==> src/rtl/pbu_pkg.sv <==
package pbu_pkg;
  localparam int BYTE_W = 8;
  localparam int SEL_W  = 3;
  localparam int KIND_W = 4;
  localparam int PC_W   = 1 + SEL_W + BYTE_W;
  localparam int PAGE_W = PC_W - BYTE_W;

  typedef enum logic [KIND_W-1:0] {
    BR_LONG      = 4'd0,
    BR_TABLE     = 4'd1,
    BR_DECNZ     = 4'd2,
    BR_BIT       = 4'd3,
    BR_CY        = 4'd4,
    BR_NCY       = 4'd5,
    BR_UF0       = 4'd6,
    BR_UF1       = 4'd7,
    BR_IN_EMPTY  = 4'd8,
    BR_OUT_FULL  = 4'd9
  } br_kind_e;

  typedef struct packed {
    logic cy;
    logic uf0;
    logic uf1;
    logic in_full;
    logic out_full;
  } br_status_t;

  // Program counter advance with wrap at the top of the address space.
  function automatic logic [PC_W-1:0] pc_advance(input logic [PC_W-1:0] pc,
                                                 input int unsigned step);
    return pc + PC_W'(step);
  endfunction

  // Low byte replaced, page kept.
  function automatic logic [PC_W-1:0] in_page(input logic [PC_W-1:0] base,
                                              input logic [BYTE_W-1:0] lo);
    return {base[PC_W-1:BYTE_W], lo};
  endfunction
endpackage

==> src/rtl/pbu_cond.sv <==
module pbu_cond
  import pbu_pkg::*;
(
  input  br_kind_e           kind,
  input  logic [SEL_W-1:0]   sel,
  input  logic [BYTE_W-1:0]  acc,
  input  br_status_t         st,
  input  logic [BYTE_W-1:0]  dec_val,
  output logic               take
);
  always_comb begin
    case (kind)
      BR_LONG, BR_TABLE: take = 1'b1;
      BR_DECNZ:          take = (dec_val != '0);
      BR_BIT:            take = acc[sel];
      BR_CY:             take = st.cy;
      BR_NCY:            take = ~st.cy;
      BR_UF0:            take = st.uf0;
      BR_UF1:            take = st.uf1;
      BR_IN_EMPTY:       take = ~st.in_full;
      BR_OUT_FULL:       take = st.out_full;
      default:           take = 1'b0;
    endcase
  end
endmodule

==> src/rtl/pbu_target.sv <==
module pbu_target
  import pbu_pkg::*;
(
  input  br_kind_e           kind,
  input  logic [PC_W-1:0]    pc,
  input  logic [BYTE_W-1:0]  imm,
  input  logic [SEL_W-1:0]   sel,
  input  logic               bank,
  input  logic               take,
  output logic [PC_W-1:0]    target
);
  logic [PC_W-1:0] fall;
  assign fall = pc_advance(pc, 2);

  always_comb begin
    if (kind == BR_LONG)
      target = {bank, sel, imm};
    else if (take)
      target = in_page(fall, imm);
    else
      target = fall;
  end
endmodule

==> src/rtl/pg_branch_unit.sv <==
module pg_branch_unit
  import pbu_pkg::*;
(
  input  logic              clk,
  input  logic              rst_n,
  input  logic              start,
  input  logic [KIND_W-1:0] kind,
  input  logic [PC_W-1:0]   pc_in,
  input  logic [BYTE_W-1:0] imm,
  input  logic [SEL_W-1:0]  sel,
  input  logic [BYTE_W-1:0] acc,
  input  logic              carry,
  input  logic              uflag0,
  input  logic              uflag1,
  input  logic              host_in_full,
  input  logic              host_out_full,
  input  logic              bank_sel,
  input  logic [BYTE_W-1:0] reg_in,
  input  logic [BYTE_W-1:0] mem_data,
  input  logic              mem_valid,
  output logic              mem_req,
  output logic [BYTE_W-1:0] mem_addr,
  output logic              done,
  output logic              taken,
  output logic [PC_W-1:0]   pc_next,
  output logic              reg_wr,
  output logic [BYTE_W-1:0] reg_out
);
  br_kind_e          k;
  br_status_t        st;
  logic [BYTE_W-1:0] dec_val;
  logic              take;
  logic [PC_W-1:0]   tgt;
  logic [PC_W-1:0]   after_op;
  logic              busy_q;
  logic [PAGE_W-1:0] page_q;
  logic [BYTE_W-1:0] addr_q;
  logic              done_q, taken_q, wr_q;
  logic [PC_W-1:0]   pc_q;
  logic [BYTE_W-1:0] rout_q;

  // Named events for the checks below.
  logic accept_fast, accept_fetch, fetch_end;

  assign k        = br_kind_e'(kind);
  assign st       = '{cy: carry, uf0: uflag0, uf1: uflag1,
                      in_full: host_in_full, out_full: host_out_full};
  assign dec_val  = reg_in - BYTE_W'(1);
  assign after_op = pc_advance(pc_in, 1);

  assign accept_fetch = start && !busy_q && (k == BR_TABLE);
  assign accept_fast  = start && !busy_q && (k != BR_TABLE);
  assign fetch_end    = busy_q && mem_valid;

  pbu_cond u_cond (
    .kind(k), .sel(sel), .acc(acc), .st(st), .dec_val(dec_val), .take(take)
  );

  pbu_target u_target (
    .kind(k), .pc(pc_in), .imm(imm), .sel(sel), .bank(bank_sel),
    .take(take), .target(tgt)
  );

  always_ff @(posedge clk or negedge rst_n) begin
    if (!rst_n) begin
      busy_q  <= 1'b0;
      page_q  <= '0;
      addr_q  <= '0;
      done_q  <= 1'b0;
      taken_q <= 1'b0;
      wr_q    <= 1'b0;
      pc_q    <= '0;
      rout_q  <= '0;
    end else begin
      done_q <= 1'b0;
      wr_q   <= 1'b0;
      if (accept_fetch) begin
        busy_q <= 1'b1;
        addr_q <= acc;
        page_q <= after_op[PC_W-1:BYTE_W];
      end else if (accept_fast) begin
        done_q  <= 1'b1;
        taken_q <= take;
        pc_q    <= tgt;
        if (k == BR_DECNZ) begin
          wr_q   <= 1'b1;
          rout_q <= dec_val;
        end
      end else if (fetch_end) begin
        busy_q  <= 1'b0;
        done_q  <= 1'b1;
        taken_q <= 1'b1;
        pc_q    <= {page_q, mem_data};
      end
    end
  end

  assign mem_req  = busy_q;
  assign mem_addr = addr_q;
  assign done     = done_q;
  assign taken    = taken_q;
  assign pc_next  = pc_q;
  assign reg_wr   = wr_q;
  assign reg_out  = rout_q;

  p_fixed_latency_r2: assert property (@(posedge clk) disable iff (!rst_n)
    accept_fast |=> (done && !mem_req));

  p_fetch_hold_r8: assert property (@(posedge clk) disable iff (!rst_n)
    (mem_req && !mem_valid) |=> (mem_req && $stable(mem_addr)));

  p_fetch_finish_r8: assert property (@(posedge clk) disable iff (!rst_n)
    (mem_req && mem_valid) |=> (done && taken && !mem_req));

  p_wr_with_done_r6: assert property (@(posedge clk) disable iff (!rst_n)
    reg_wr |-> done);

  p_quiet_while_busy_r10: assert property (@(posedge clk) disable iff (!rst_n)
    (mem_req && !mem_valid) |=> !done);

  p_done_single_r2: assert property (@(posedge clk) disable iff (!rst_n)
    (done && !start) |=> !done);
endmodule

==> config.mk <==
export PLATFORM = sky130hd
export DESIGN_NAME = pg_branch_unit
export DESIGN_NICKNAME = d
export VERILOG_FILES = /design/src/rtl/pbu_pkg.sv /design/src/rtl/pbu_cond.sv /design/src/rtl/pbu_target.sv /design/src/rtl/pg_branch_unit.sv
export SDC_FILE = /design/constraint.sdc
export NUM_CORES = 1
export LEC_CHECK = 0
export CORE_UTILIZATION = 25
export CTS_BUF_LIST = sky130_fd_sc_hd__clkbuf_16
export CTS_CLUSTER_SIZE = 40
export DETAILED_ROUTE_END_ITERATION = 12
export REMOVE_ABC_BUFFERS = 1
export SYNTH_ARGS = -nofsm -noshare
export SYNTH_HDL_FRONTEND = slang
export SYNTH_SLANG_ARGS = --single-unit
==> constraint.sdc <==
create_clock -name clk -period 1.5 [get_ports clk]
set_input_delay 0.3 -clock clk [delete_from_list [all_inputs] [get_ports clk]]
set_output_delay 0.3 -clock clk [all_outputs]
set_load 0.02 [all_outputs]
# After elaboration in Yosys (flattened, before gate mapping)
# Cells that the tools add are included.
op_classes:
  n_mux: 18
  reduce_logical: 13
  eq_ne: 11
  add_sub_neg: 3
  n_bitwise: 3
  magnitude_cmp: 1
op_table:
  columns: ["operator", "n"]
  rows:
  - ["$mux 12", 3]
  - ["$eq 4x3->1 const B", 4]
  - ["$add 12x1->12 const B", 1]
  - ["$add 12x2->12 const B", 1]
  - ["$mux 1", 12]
  - ["$pmux 1 s9", 1]
  - ["$eq 4x2->1 const B", 2]
  - ["$eq 4x4->1 const B", 2]
  - ["$mux 8", 1]
  - ["$reduce_bool 8->1", 1]
  - ["$sub 8x1->8 const B", 1]
  - ["$eq 4x1->1 const B", 1]
  - ["$logic_and 1x1->1", 4]
  - ["$logic_not 4->1", 1]
  - ["$lt 3x4->1 const B", 1]
  - ["$ne 4x1->1 const B", 1]
  - ["$reduce_and 2->1", 2]
  - ["$reduce_bool 2->1", 2]
  - ["$bmux 1 s3", 1]
  - ["$not 1->1", 3]
  - ["$reduce_and 3->1", 1]
  - ["$ne 2x1->1 const B", 1]
  - ["$reduce_or 2->1", 1]
  - ["$logic_not 1->1", 1]
word_totals:
  reg_bits: 36
  elab_cells: 57
  input_bits: 61
  out_inout_bits: 32

# Depth between registers and ports, before layout
# Gate-level depths: netlist of run 1.
logic_depth:
  ltp_word: 6
  mapped_depth: 8
  ltp_nobuf: 8

# By module
# From an unflattened synthesis of run 1, not the netlist that was laid out.
unflattened:
  hier_cells: 209
  hier_area_um2: 2114.5
by_module_without_submodules:
  columns: ["mod", "n_inst", "cells_per_inst", "seq_area_each_um2", "area_per_inst_um2"]
  rows:
  - ["pg_branch_unit", 1, 136, 900.9, 1632.8]
  - ["pbu_target", 1, 50, 0.0, 320.3]
  - ["pbu_cond", 1, 23, 0.0, 161.4]

# Least setup slack after synthesis of run 1
# OpenSTA, ideal clock, no wires.
synth_timing:
  path_kind: "input port to flip-flop"
  from: "input reg_in[0]"
  to: "register pc_q[0], in the netlist pc_next[0]"
  path_stages: 7
  arrival_time_ns: 1.923
  setup_time_ns: 0.124
  required_time_ns: 1.376
  slack_ns: -0.547
  cell_sequence: "inv_1 > ha_1 > o41ai_1 > o21ai_1 > o41ai_4 > a21boi_0 > o31a_1"
synth_between:
  elab_chain_cells: 6
synth_lines:
  columns: ["element", "line", "source"]
  rows:
  - ["from (decl)", "pg_branch_unit.sv:18", "input logic [BYTE_W-1:0] reg_in,"]
  - ["$sub 8x1->8", "pg_branch_unit.sv:48", "assign dec_val = reg_in - BYTE_W'(1);"]
  - ["$reduce_bool 8->1", "pbu_cond.sv:14", "BR_DECNZ: take = (dec_val != '0);"]
  - ["$pmux 1 s9", "pbu_cond.sv:12", "case (kind)"]
  - ["$mux 8", "pbu_target.sv:18", "else if (take)"]
  - ["$mux 12", "pbu_target.sv:16", "if (kind == BR_LONG)"]
  - ["$mux 12", "pg_branch_unit.sv:81", "end else if (accept_fast) begin"]
  - ["to (signal assigned)", "pg_branch_unit.sv:84", "pc_q <= tgt;"]
  - ["to (signal assigned)", "pg_branch_unit.sv:93", "pc_q <= {page_q, mem_data};"]
  - ["to (decl)", "pg_branch_unit.sv:39", "logic [PC_W-1:0] pc_q;"]
# Every way passes these cells.
# A chain may end at the register's enable or synchronous reset.

# Final worst setup path of run 1
layout_timing:
  from: "input reg_in[0]"
  to: "register pc_q[1], in the netlist pc_next[1]"
# The elaborated chain is that of the path after synthesis.

==> results list, run 1 <==
- Counting distinct cell types in the post-synthesis netlist gives 48.
- Global placement routability congestion: 0.796
- The worst setup path is of the input port to flip-flop kind.
- Cell repeated most along the worst path: sky130_fd_sc_hd__buf_8
- 1st-iter DRT viols: 84
- IR analysis of the VDD net gives a maximum drop of 0.000376 V.
- Together, buffers and inverters on the worst path number 2.
* Depth of the CTS H-tree: 2
- The clock passes through at most 2 buffers.
- Count of pins on the block boundary: 93
- STA classifies the critical path startpoint as an input port.
- Headroom to the max-slew limit came out at 0.681.
- Fin worst setup slack: -0.375 ns
* Height of the die: 95.7 µm
- Prior to clock tree synthesis, the placed netlist has a worst setup slack of -1.24 ns.
- Combined area of the multi-input logic cells: 1470 µm²
- The number of clock buffers added by TritonCTS is 5.
- The first global-routing pass estimated 11,600 µm of wire.
- DIE AREA: 9160 µm²
- Global-route usage over all layers: 0.165
- The tree built by TritonCTS fans out to 36 sinks.
* Seq/Total Area, Yosys: 0.410
* Finished Core Util: 0.486
- TritonCTS built the clock tree.
- Cell-by-cell trace of the critical path: buf_8 -> buf_8 -> nor4_4 -> o2bb2ai_2 -> a22oi_2 -> o41a_1 -> o31a_1 -> a21oi_1
- Of the total power, the share spent switching nets is 0.307.
- Async set-or-reset flop fraction in the synthesized netlist: 1.00
* Number of inserted filler cells in the final layout: 802
- Overall via count from detail_route: 2,336
- The share of total power dissipated in sequential elements is 0.342.
* Maximum number of pins on one net before global-route repair: 37
- For this run, the number of Yosys warnings is 0.
- Post-placement cell count: 470
- Fmax achieved: 533 MHz
* Setup slack, reg-to-reg: 0.12 ns
- After technology mapping, the gate count stands at 229.
- For this design, the slowest cell found on the critical path is sky130_fd_sc_hd__o41a_1.
- Final setup violating endpoints: 9
- The smallest clock period supported by the final layout is computed as 1.88 ns.
- Data on the critical path arrives at its endpoint at 2.09 ns.
- Summed over all cells, the static leakage comes to 1.87 nW.
- Number of nets with antenna violations after routing: 0
- Worst setup EP type: flip-flop
* Hold Violations, Final: 0
- Summed area of non-filler cells in the final layout: 4060 µm²
- Portion of total power attributed to combinational logic: 0.334
- Compared with the post-synthesis result, the final layout area differs by 84.9%.
* Number of optimization iterations in the first detailed-route pass: 4
- Dividing the detail-routed via count by the number of cells gives 4.77.
- The synthesized design contains 0 enable-type register cells.
- Clock latency on the worst-skew pair, taken at its later pin, is 0.28 ns.
* Power spent charging and discharging nets: 1.13 mW
- Post-Route Skew: 0.00592 ns
* Synth Flop Type: sky130_fd_sc_hd__dfrtp_1
- Site row count: 33
- Number of antenna violations at the first check in global routing: 0
- Routed wire length: 7070 µm
- Total placed instance area: 3590 µm²
- The final reports fail on negative setup slack.
* Worst-path clk slew: 0.06 ns
- Maximum cell stage delay along the critical path: 0.57 ns
- Power density of the placed cells: 906 nW/µm²
- 0 antenna diodes ended up in the layout.
* Max capacitance violation total: 0
- The number of global-route vias before repair came to 2,460.
- NumNets Final: 448
- Netlist Area Pre-Place: 2190 µm²
- The worst register-to-register path ends at pc_next[6].
* Ratio of cells with drive above 1 in the final layout: 0.348
* Dpl hpwl: 5110 µm
- Library cell used as clock root buffer: sky130_fd_sc_hd__clkbuf_16
* Required time at the worst-slack endpoint: 1.71 ns
- Cell internal power was estimated by the tool at 2.55 mW.
- After detailed routing, the average wire length per cell comes to 14.4 µm.
- For the worst flop-to-flop path, the logic depth is 6.
- The final count of pins violating max slew was 0.
- Post-route DRC: 0
- Hold Crit Class: input port to async pin
* Worst path top cell family by delay: compound AO/OA/AOI/OAI gates
- Setup repair after global routing could not meet its margin everywhere.
- Minimum hold slack: 0.0614 ns
* Total negative setup slack: -2.94 ns
* Cts hold-fix bufs: 0
- Die X: 95.7 µm
- The average instance in the mapped netlist occupies 9.58 µm².
- Of the available clock period, the critical path in the final layout requires 1.25.
- Synthesized flop and latch total: 36
* Slew at the pin closest to its max-slew limit: 0.478 ns
- Result of the run: finished, violations left
* Largest driver fanout on the critical path: 8
- Final standard cell count with taps included and fillers excluded: 490
- GRT overflow: 0
- The startpoint identified for the worst register-to-register timing path is mem_req.
* Clk network pwr share: 0.324
* Count of input and output buffers: 92
- The initial utilization of the core area, before any placement, comes to 0.263.
- Total Power Consumption: 3.68 mW
- The region available for standard cell placement spans 8340 µm².
* Sequential cell area: 901 µm²
placed cells by master (no fill, tap or decap), types with 3 or more instances in the layout:
master / synthesis / layout
sky130_fd_sc_hd__a21oi_1: 8 / 8
sky130_fd_sc_hd__nor2_1: 13 / 11
sky130_fd_sc_hd__inv_1: 6 / 4
sky130_fd_sc_hd__clkdlybuf4s50_1: 0 / 28
sky130_fd_sc_hd__xnor2_1: 10 / 9
sky130_fd_sc_hd__o31ai_2: 0 / 3
sky130_fd_sc_hd__buf_4: 0 / 54
sky130_fd_sc_hd__o21ai_1: 1 / 4
sky130_fd_sc_hd__buf_6: 2 / 5
sky130_fd_sc_hd__clkdlybuf4s15_1: 0 / 8
sky130_fd_sc_hd__o21ai_0: 22 / 18
sky130_fd_sc_hd__o31a_1: 3 / 3
sky130_fd_sc_hd__mux2i_1: 11 / 11
sky130_fd_sc_hd__mux2_2: 11 / 9
sky130_fd_sc_hd__clkbuf_16: 0 / 5
sky130_fd_sc_hd__nand2_1: 32 / 30
sky130_fd_sc_hd__dfrtp_1: 36 / 36
sky130_fd_sc_hd__nor4_2: 0 / 3
sky130_fd_sc_hd__buf_8: 0 / 3
sky130_fd_sc_hd__and3_4: 0 / 4
sky130_fd_sc_hd__xor2_1: 10 / 10
sky130_fd_sc_hd__buf_2: 0 / 8
sky130_fd_sc_hd__dlygate4sd2_1: 0 / 41
sky130_fd_sc_hd__o22ai_1: 5 / 5
layout make-up:
type,count,area share
clock buffers,5,0.0308
repair buffers,155,0.336
flip-flops and latches,36,0.222
inverters,6,0.00617
well taps,105,0.0324
clock inverters,3,0.0105
multi-input cells,180,0.362
how the worst max path moves through the flow:
stage	from	end	slack [ns]	cells past startpoint
2_1_floorplan	reg_in[0]	pc_next[0]	-0.55	7
3_3_place_gp	reg_in[0]	pc_next[1]	-1.14	8
3_5_place_dp	reg_in[1]	pc_next[3]	-1.24	8
4_1_cts	reg_in[0]	pc_next[1]	-0.37	8
5_1_grt	reg_in[0]	pc_next[1]	-0.47	8
6_report	reg_in[0]	pc_next[1]	-0.38	8
per-layer routing:
layer | vias up | share of wire | track usage | routed length [µm]
met5 | - | 0 | 0 | 0
met4 | 0 | 0.016 | 0.0535 | 110
met3 | 11 | 0.044 | 0.0276 | 308
met2 | 61 | 0.50 | 0.301 | 3570
met1 | 1119 | 0.44 | 0.197 | 3090
li1 | 1145 | - | - | -
flip-flops by register name, indices dropped and copies added, names as in the netlist:
name and cells:
reg_out 8, pc_next 12, mem_addr 8, page_q 4
mem_req 1, taken 1, done 1, reg_wr 1
timing repair:
action                     4_1_cts  5_1_grt
setup buffers                    8        3
setup endpoints to repair       65       27
resized for setup              150       24
gates cloned                     1        1
pin swaps                       31       13
Yosys cell counts, drive strengths merged, types with 2 or more instances:
library cell  instances  area, µm²
a211oi                2       15.0
nand2b                2       12.5
o22ai                 5       31.3
ha                    3       37.5
nand3                 4       20.0
nor2                 13       48.8
o31ai                 4       30.0
nand2                32        120
and3                  5       31.3
o31a                  3       26.3
a21boi                3       22.5
nor4                  6       37.5
xor2                 10       87.6
mux2i                11        110
mux2                 11        124
o41ai                 2       36.3
buf                   2       22.5
nor3                  3       20.0
xnor2                10       87.6
dfrtp                36        901
a21oi                 8       40.0
clkbuf                5       28.8
inv                   6       22.5
nor2b                 2       12.5
and2                  2       15.0
o21ai                23        115
cell families (layout without fill, tap and decap cells):
kind of cell               after synthesis  count (layout)  synth area share
AOI/OAI and AO/OA                       60              60             0.184
xor gates and xnor gates                20              20            0.0798
adders and majority gates                3               3            0.0171
buffers and inverters                   13             169            0.0336
DFF                                     36              36             0.410
muxes                                   22              22             0.107
and+or+nand+nor                         75              75             0.169
power by group through the flow:
stage	combinational, mW	sequential [mW]	clock, mW
2_1_floorplan	0.318	1.48	0
3_3_place_gp	1.25	1.28	0
3_5_place_dp	1.26	1.28	0
4_1_cts	1.22	1.26	1.22
5_1_grt	1.33	1.29	1.27
6_report	1.23	1.26	1.19
(Power assumes the default switching activity.)
==> inputs of run 2 (changes only) <==
--- a/config.mk
+++ b/config.mk
@@ -5,10 +5,12 @@
 export SDC_FILE = /design/constraint.sdc
 export NUM_CORES = 1
 export LEC_CHECK = 0
+export CAP_MARGIN = 40
 export CORE_UTILIZATION = 25
 export CTS_BUF_LIST = sky130_fd_sc_hd__clkbuf_16
 export CTS_CLUSTER_SIZE = 40
 export DETAILED_ROUTE_END_ITERATION = 12
+export DONT_BUFFER_PORTS = 1
 export REMOVE_ABC_BUFFERS = 1
 export SYNTH_ARGS = -nofsm -noshare
 export SYNTH_HDL_FRONTEND = slang
==> run 2 against run 1 <==
  * The flow still finishes with violations (negative setup slack)
  * Clock power about the same
  * Routed wire length decreased by 14%
  * Critical path type unchanged
  * Sequential share of layout area increased by 9.7 points
==> results list, run 2 (synthesized netlist as in run 1, its figures left out) <==
- CTS Buffer Depth: 2
- At the later pin of the worst-skew pair, clock insertion delay measures 0.28 ns.
- The congestion estimate from routability-driven global placement came to 0.775.
* Critical Path Slowest Stage Cell: sky130_fd_sc_hd__o41a_4
- Number of antenna violations at the first check in global routing: 0
* Hold Crit Class: input port to flip-flop
* Sum of met3 wire segment lengths after detailed routing: 545 µm
- Data on the critical path is required at its endpoint by 1.70 ns.
* GRT overflow: 0
- Setup repair after global routing could not meet its margin everywhere.
- Hold-critical path depth: 1
* R2r worst-path depth: 6
- Number of optimization iterations in the first detailed-route pass: 4
- For this run, the slowest stage of the critical path takes 0.57 ns.
- Result of the run: finished, violations left
- Subtracting the final worst setup slack from the clock period gives 1.70 ns.
* Power density of the placed cells: 1130 nW/µm²
- In the post-route analysis, the smallest setup slack over all paths is -0.198 ns.
* Overall via count from detail_route: 1,830
- Startpoint types: input port
* Peak supply drop: 0.000572 V
* Maximum number of pins on one net before global-route repair: 37
- Worst setup EP type: flip-flop
- Ratio of final minimum period to clock period: 1.13
- Ratio of cells with drive above 1 in the final layout: 0.281
- Dpl hpwl: 4570 µm
- Based on the critical path, the design can be clocked at up to 589 MHz.
- The clock tree synthesis step divided the H-tree into 2 levels.
- Dividing the detail-routed via count by the number of cells gives 5.01.
- Of all nets on the critical path, the largest fanout is 8.
- The floorplan step set the die width to 95.7 µm.
- The signal on the critical path passes through inv_16 -> ha_4 -> o21bai_1 -> o21ai_1 -> o21ai_2 -> o41a_4 -> o31a_1 -> a21oi_1.
- After the last flow step, the layout net total stands at 323.
* Count of input and output buffers: 0
- Worst setup path category: input port to flip-flop
- In this run the tightest slew margin relative to its limit is 0.759.
- 93 I/O pins were placed.
- For this design the static power due to leakage is 1.21 nW.
- The kind of cell with the highest combined delay along the critical path is compound AO/OA/AOI/OAI gates.
- TritonCTS built the clock tree.
- Counting both buffers and inverters, the worst setup path holds a total of 1.
* Number of cells on the critical path: 8
* Num Clock Sinks: 36
- The register with the most flip-flops in the layout has 12 of them.
* Number of global-route vias before repair: 1,860
- After the first detailed-routing iteration, the DRC count stood at 73.
- Adding up every negative setup slack in the final design gives -1.34 ns.
- Max-cap violations in this run came to 0.
* Worst slack, placed: -0.758 ns
- Max-slew violations: 0
* Data arrival at the endpoint of the critical path: 1.90 ns
* Slew at the pin closest to its max-slew limit: 0.360 ns
- Setup violations remaining at the end of the flow were counted as 9.
* Failing checks: negative setup slack
- For the final database, setup skew stands at 0.00465 ns.
- Site row count: 33
* Initial core utilization: 0.263
- Relative to the synthesized area, the layout overhead comes to 28.8%.
- Leading cell types in the layout, fill and taps excluded: 36 x sky130_fd_sc_hd__dfrtp_1, 32 x sky130_fd_sc_hd__nand2_1, 26 x sky130_fd_sc_hd__buf_4
- Library cell used as clock root buffer: sky130_fd_sc_hd__clkbuf_16
- Height of the die: 95.7 µm
* Avg WL per Cell: 16.6 µm
- Leaving out fill and tap cells, the most frequent cell in the layout is sky130_fd_sc_hd__dfrtp_1.
- The worst register-to-register path has a setup slack of 0.10 ns.
* Worst-path clk slew: 0.06 ns
* Hold Violations, Final: 0
* Routed wire length: 6070 µm
* Number of nets with antenna violations after routing: 0
- Wire length of the first global-routing pass: 9280 µm
* Post-route DRC: 0
* Length of routed met2 wiring: 3060 µm
* Highest metal layer with signal wires: met4
- TritonCTS created 5 clock buffers.
- Core box area: 8340 µm²
- After detailed routing, the wire length on met1 is 2400 µm.
* Global-route usage over all layers: 0.135
* DIE AREA: 9160 µm²
- Antenna diode count: 0
[run 2: worst paths after layout]
path / from / to
setup / recovery: reg_in[1] / pc_next[1]
hold / removal: mem_valid / mem_req
setup reg to reg: mem_req / pc_next[2]
hold reg to reg: page_q[1] / page_q[1]
max in group asynchronous: rst_n / pc_next[4]
min in group asynchronous: rst_n / mem_addr[2]
[run 2: where the power goes]
group          total, mW  internal, mW  switching [mW]
Sequential          1.50          1.16           0.340
Combinational      0.489         0.265           0.224
Clock               1.19         0.781           0.413
[run 2: metal layers]
layer / vias up / GRT usage
met1: 876 / 0.152
met5: - / 0
li1: 892 / -
met2: 55 / 0.235
met3: 7 / 0.0585
met4: 0 / 0.0336
[run 2: cell type report]
class | count | area (µm²)
Clock inverter | 3 | 42.5
Timing Repair Buffer | 30 | 256
Tap cell | 105 | 131
Sequential cell | 36 | 901
Inverter | 6 | 41.3
Multi-Input combinational cell | 180 | 1330
Clock buffer | 5 | 125
Fill cell | 867 | 5510
[run 2: stage by stage]
stage / power, mW / cells / hold WS, ns / utilization / cell area [µm²]
6_report: 3.18 / 365 / 0.115 / 0.339 / 2830
4_1_cts: 3.21 / 359 / 0.109 / 0.327 / 2730
3_3_place_gp: 1.92 / 347 / 0.00531 / 0.292 / 2440
5_1_grt: 3.36 / 365 / 0.126 / 0.339 / 2830
3_5_place_dp: 1.94 / 347 / 0.00523 / 0.292 / 2440
2_1_floorplan: 1.80 / 222 / 0.00441 / - / 2140
[run 2: repair_timing]
action                                  in CTS  in global routing
buffers inserted                             2                  6
gates resized for setup                     23                 11
hold buffers                                 2                  0
hold endpoints to repair                    36                  0
pin swaps                                   13                  6
endpoints found under the setup margin      10                 10
==> inputs of run 3 (changes only) <==
==> constraint.sdc (replaced) <==
create_clock -name clk -period 2.2 [get_ports clk]
set_input_delay 0.44 -clock clk [delete_from_list [all_inputs] [get_ports clk]]
set_output_delay 0.44 -clock clk [all_outputs]
set_load 0.02 [all_outputs]
==> run 3 against run 2 <==
  * The run now ends clean
  * Combinational power down 41%
  * Setup slack improved by 0.33 ns
  * First-iteration DRC count decreased by 23%
  * Routed wire length is 3.3% lower
  * Hold slack got worse by 0.11 ns
  * Non-clock buffer count fell by 18
  * Clock skew fell by 0.0030 ns
  * Sequential share of layout area rose by 3.8 points
  * Global-route usage down 0.12 points
  * Sequential cell count is the same
  * Total power is 37% lower
  * Via count shrank 5.1%
==> results list, run 3 (synthesized netlist as in run 1, its figures left out) <==
- Result of the run: finished clean
* Number of clock buffers inserted by TritonCTS: 5
- Count of pins on the block boundary: 93
* Number of optimization iterations in the first detailed-route pass: 4
- The worst setup path is captured at a flip-flop.
- Grouping stages by cell kind, the critical path spends the most delay in compound AO/OA/AOI/OAI gates.
- CTS Buffer Depth: 2
- STA classifies the critical path startpoint as an input port.
* Initial core utilization: 0.263
- Minimum period implied by the final worst setup slack: 2.06 ns
- TritonCTS built the clock tree.
- The region available for standard cell placement spans 8340 µm².
* GRT overflow: 0
- Dpl hpwl: 4600 µm
- Static power due to leakage: 1.06 nW
- VDD sags by at most 0.000381 V.
* Total negative setup slack: 0 ns
* Overall via count from detail_route: 1,736
- NumNets Final: 305
- The floorplan step defined a die boundary enclosing 9160 µm².
- Antenna diode count: 0
- Startpoint of the most critical register-to-register path: mem_req
- Count of input and output buffers: 0
- The library cell used most frequently in the layout, excluding fill and tap cells, is sky130_fd_sc_hd__dfrtp_1.
* Hold Violations, Final: 0
- Ratio of final minimum period to clock period: 0.938
* Worst-skew pair later-pin latency: 0.28 ns
- Fmax achieved: 484 MHz
- Global placement routability congestion: 0.776
- Data arrival at the endpoint of the critical path: 2.27 ns
- The register with the most flip-flops in the layout has 12 of them.
- Slew at the pin closest to its max-slew limit: 0.607 ns
* Portion of total power attributed to combinational logic: 0.143
* Number of nets with antenna violations after routing: 0
- The number of global-route vias before repair is 1,811.
* Maximum number of pins on one net before global-route repair: 37
- Measured against its own limit, the worst slew margin works out to 0.594.
- Site row count: 33
- Final setup violating endpoints: 0
- The critical path goes through inv_1 -> ha_2 -> nand4bb_1 -> o2bb2ai_1 -> a22oi_1 -> o41a_1 -> o31a_1 -> a21oi_1.
- At the worst endpoint, the required time is 2.41 ns.
- For this block, the initial DRC count from the detailed router was 56.
- The root buffer cell chosen for the clock tree is sky130_fd_sc_hd__clkbuf_16.
- Worst-path clk slew: 0.06 ns
- In the final routed layout, each cell accounts on average for 16.9 µm.
* Number of antenna violations at the first check in global routing: 0
- Critical Path Slowest Stage Cell: sky130_fd_sc_hd__o41a_1
* Cell internal power dissipation: 1.35 mW
- Leading cell types in the layout, fill and taps excluded: 36 x sky130_fd_sc_hd__dfrtp_1, 32 x sky130_fd_sc_hd__nand2_1, 22 x sky130_fd_sc_hd__o21ai_0
* Syn-to-layout area delta: 15.0%
- Depth of the CTS H-tree: 2
- Startpoint of the worst setup timing path: reg_in[1]
- The share of total power dissipated in sequential elements is 0.510.
- Via/cell ratio: 5.00
- Across the routed clock network, the largest skew measured is 0.00168 ns.
- The clock drives 36 sinks.
- Hold Crit Class: input port to async pin
* Die X: 95.7 µm
* Global-route usage over all layers: 0.134
* Unrepaired setup endpoints after global routing: no
- Power density of the placed cells: 796 nW/µm²
* Largest driver fanout on the critical path: 8
* Worst setup path category: input port to flip-flop
- Height of the die: 95.7 µm
* Max-slew violations: 0
- The first global-routing pass estimated 9110 µm of wire.
- The largest single stage delay on the critical path is 0.59 ns.
* Max capacitance violation total: 0
- Once placement finished, the instance area stood at 2360 µm².
* Clk network pwr share: 0.347
* Routed wire length: 5870 µm
* Minimum hold slack: 0.0000113 ns
- Post-CTS Setup Repair Bufs: 0
- Summed area of non-filler cells in the final layout: 2520 µm²
- Together, buffers and inverters on the worst path number 1.
- Ratio of cells with drive above 1 in the final layout: 0.149
- Switching fraction of total power: 0.327
- After detailed routing, the number of remaining DRC violations is 0.
* Power spent charging and discharging nets: 0.657 mW
run 3: what timing repair did:
| item | CTS | global route |
|---|---|---|
| hold endpoints to repair | 36 | 0 |
| endpoints found under the setup margin | 0 | 6 |
| resized for setup | 0 | 1 |
| hold buffers | 1 | 0 |
run 3: power groups by stage:
| stage | Sequential, mW | Combinational (mW) | Clock (mW) |
|---|---|---|---|
| floorplan | 1.01 | 0.217 | 0 |
| global placement | 1.04 | 0.263 | 0 |
| detailed placement | 1.04 | 0.274 | 0 |
| CTS | 1.03 | 0.294 | 0.723 |
| global route | 1.04 | 0.327 | 0.755 |
| finish | 1.03 | 0.287 | 0.698 |
run 3: final timing paths:
path	end	slack [ns]	depth (start not counted)
worst max-delay path	pc_next[1]	0.14	8
worst min-delay path	reg_out[4]	0.00001	1
worst max register to register	pc_next[2]	0.54	6
worst min register to register	page_q[3]	0.48	2
max in group asynchronous	mem_addr[6]	2.01	1
min in group clk	mem_req	0.25	1
run 3: layout make-up:
| cell class | instances | area (µm²) |
|---|---|---|
| fillers | 882 | 5820 |
| inverters | 6 | 22.5 |
| multi-input cells | 180 | 1220 |
| well taps | 105 | 131 |
| flip-flops and latches | 36 | 901 |
| repair buffers | 12 | 103 |
| clock inverters | 3 | 18.8 |
| clock buffers | 5 | 125 |
run 3: worst reg2reg max path, delay by kind of cell (launching register included):
kind	cells	cell delay [ns]
buf+inv	1	0.26
flops	1	0.47
compound gates	3	0.51
simple gates	2	0.37
run 3: layer usage:
metal | up-vias | global-route usage | wire length (µm)
met4 | 0 | 0.0261 | 28
met5 | - | 0 | 0
met1 | 824 | 0.154 | 2390
met2 | 51 | 0.230 | 2890
met3 | 4 | 0.0616 | 556
li1 | 857 | - | -
run 3: through the flow:
step / power (mW) / std cells / setup WS, ns / util
after global placement: 1.30 / 338 / -0.122 / 0.283
final: 2.01 / 347 / 0.136 / 0.303
after detailed placement: 1.31 / 338 / -0.213 / 0.283
after floorplan: 1.23 / 222 / 0.0135 / -
after global routing: 2.13 / 347 / 0.0109 / 0.303
after CTS: 2.05 / 347 / 0.102 / 0.302
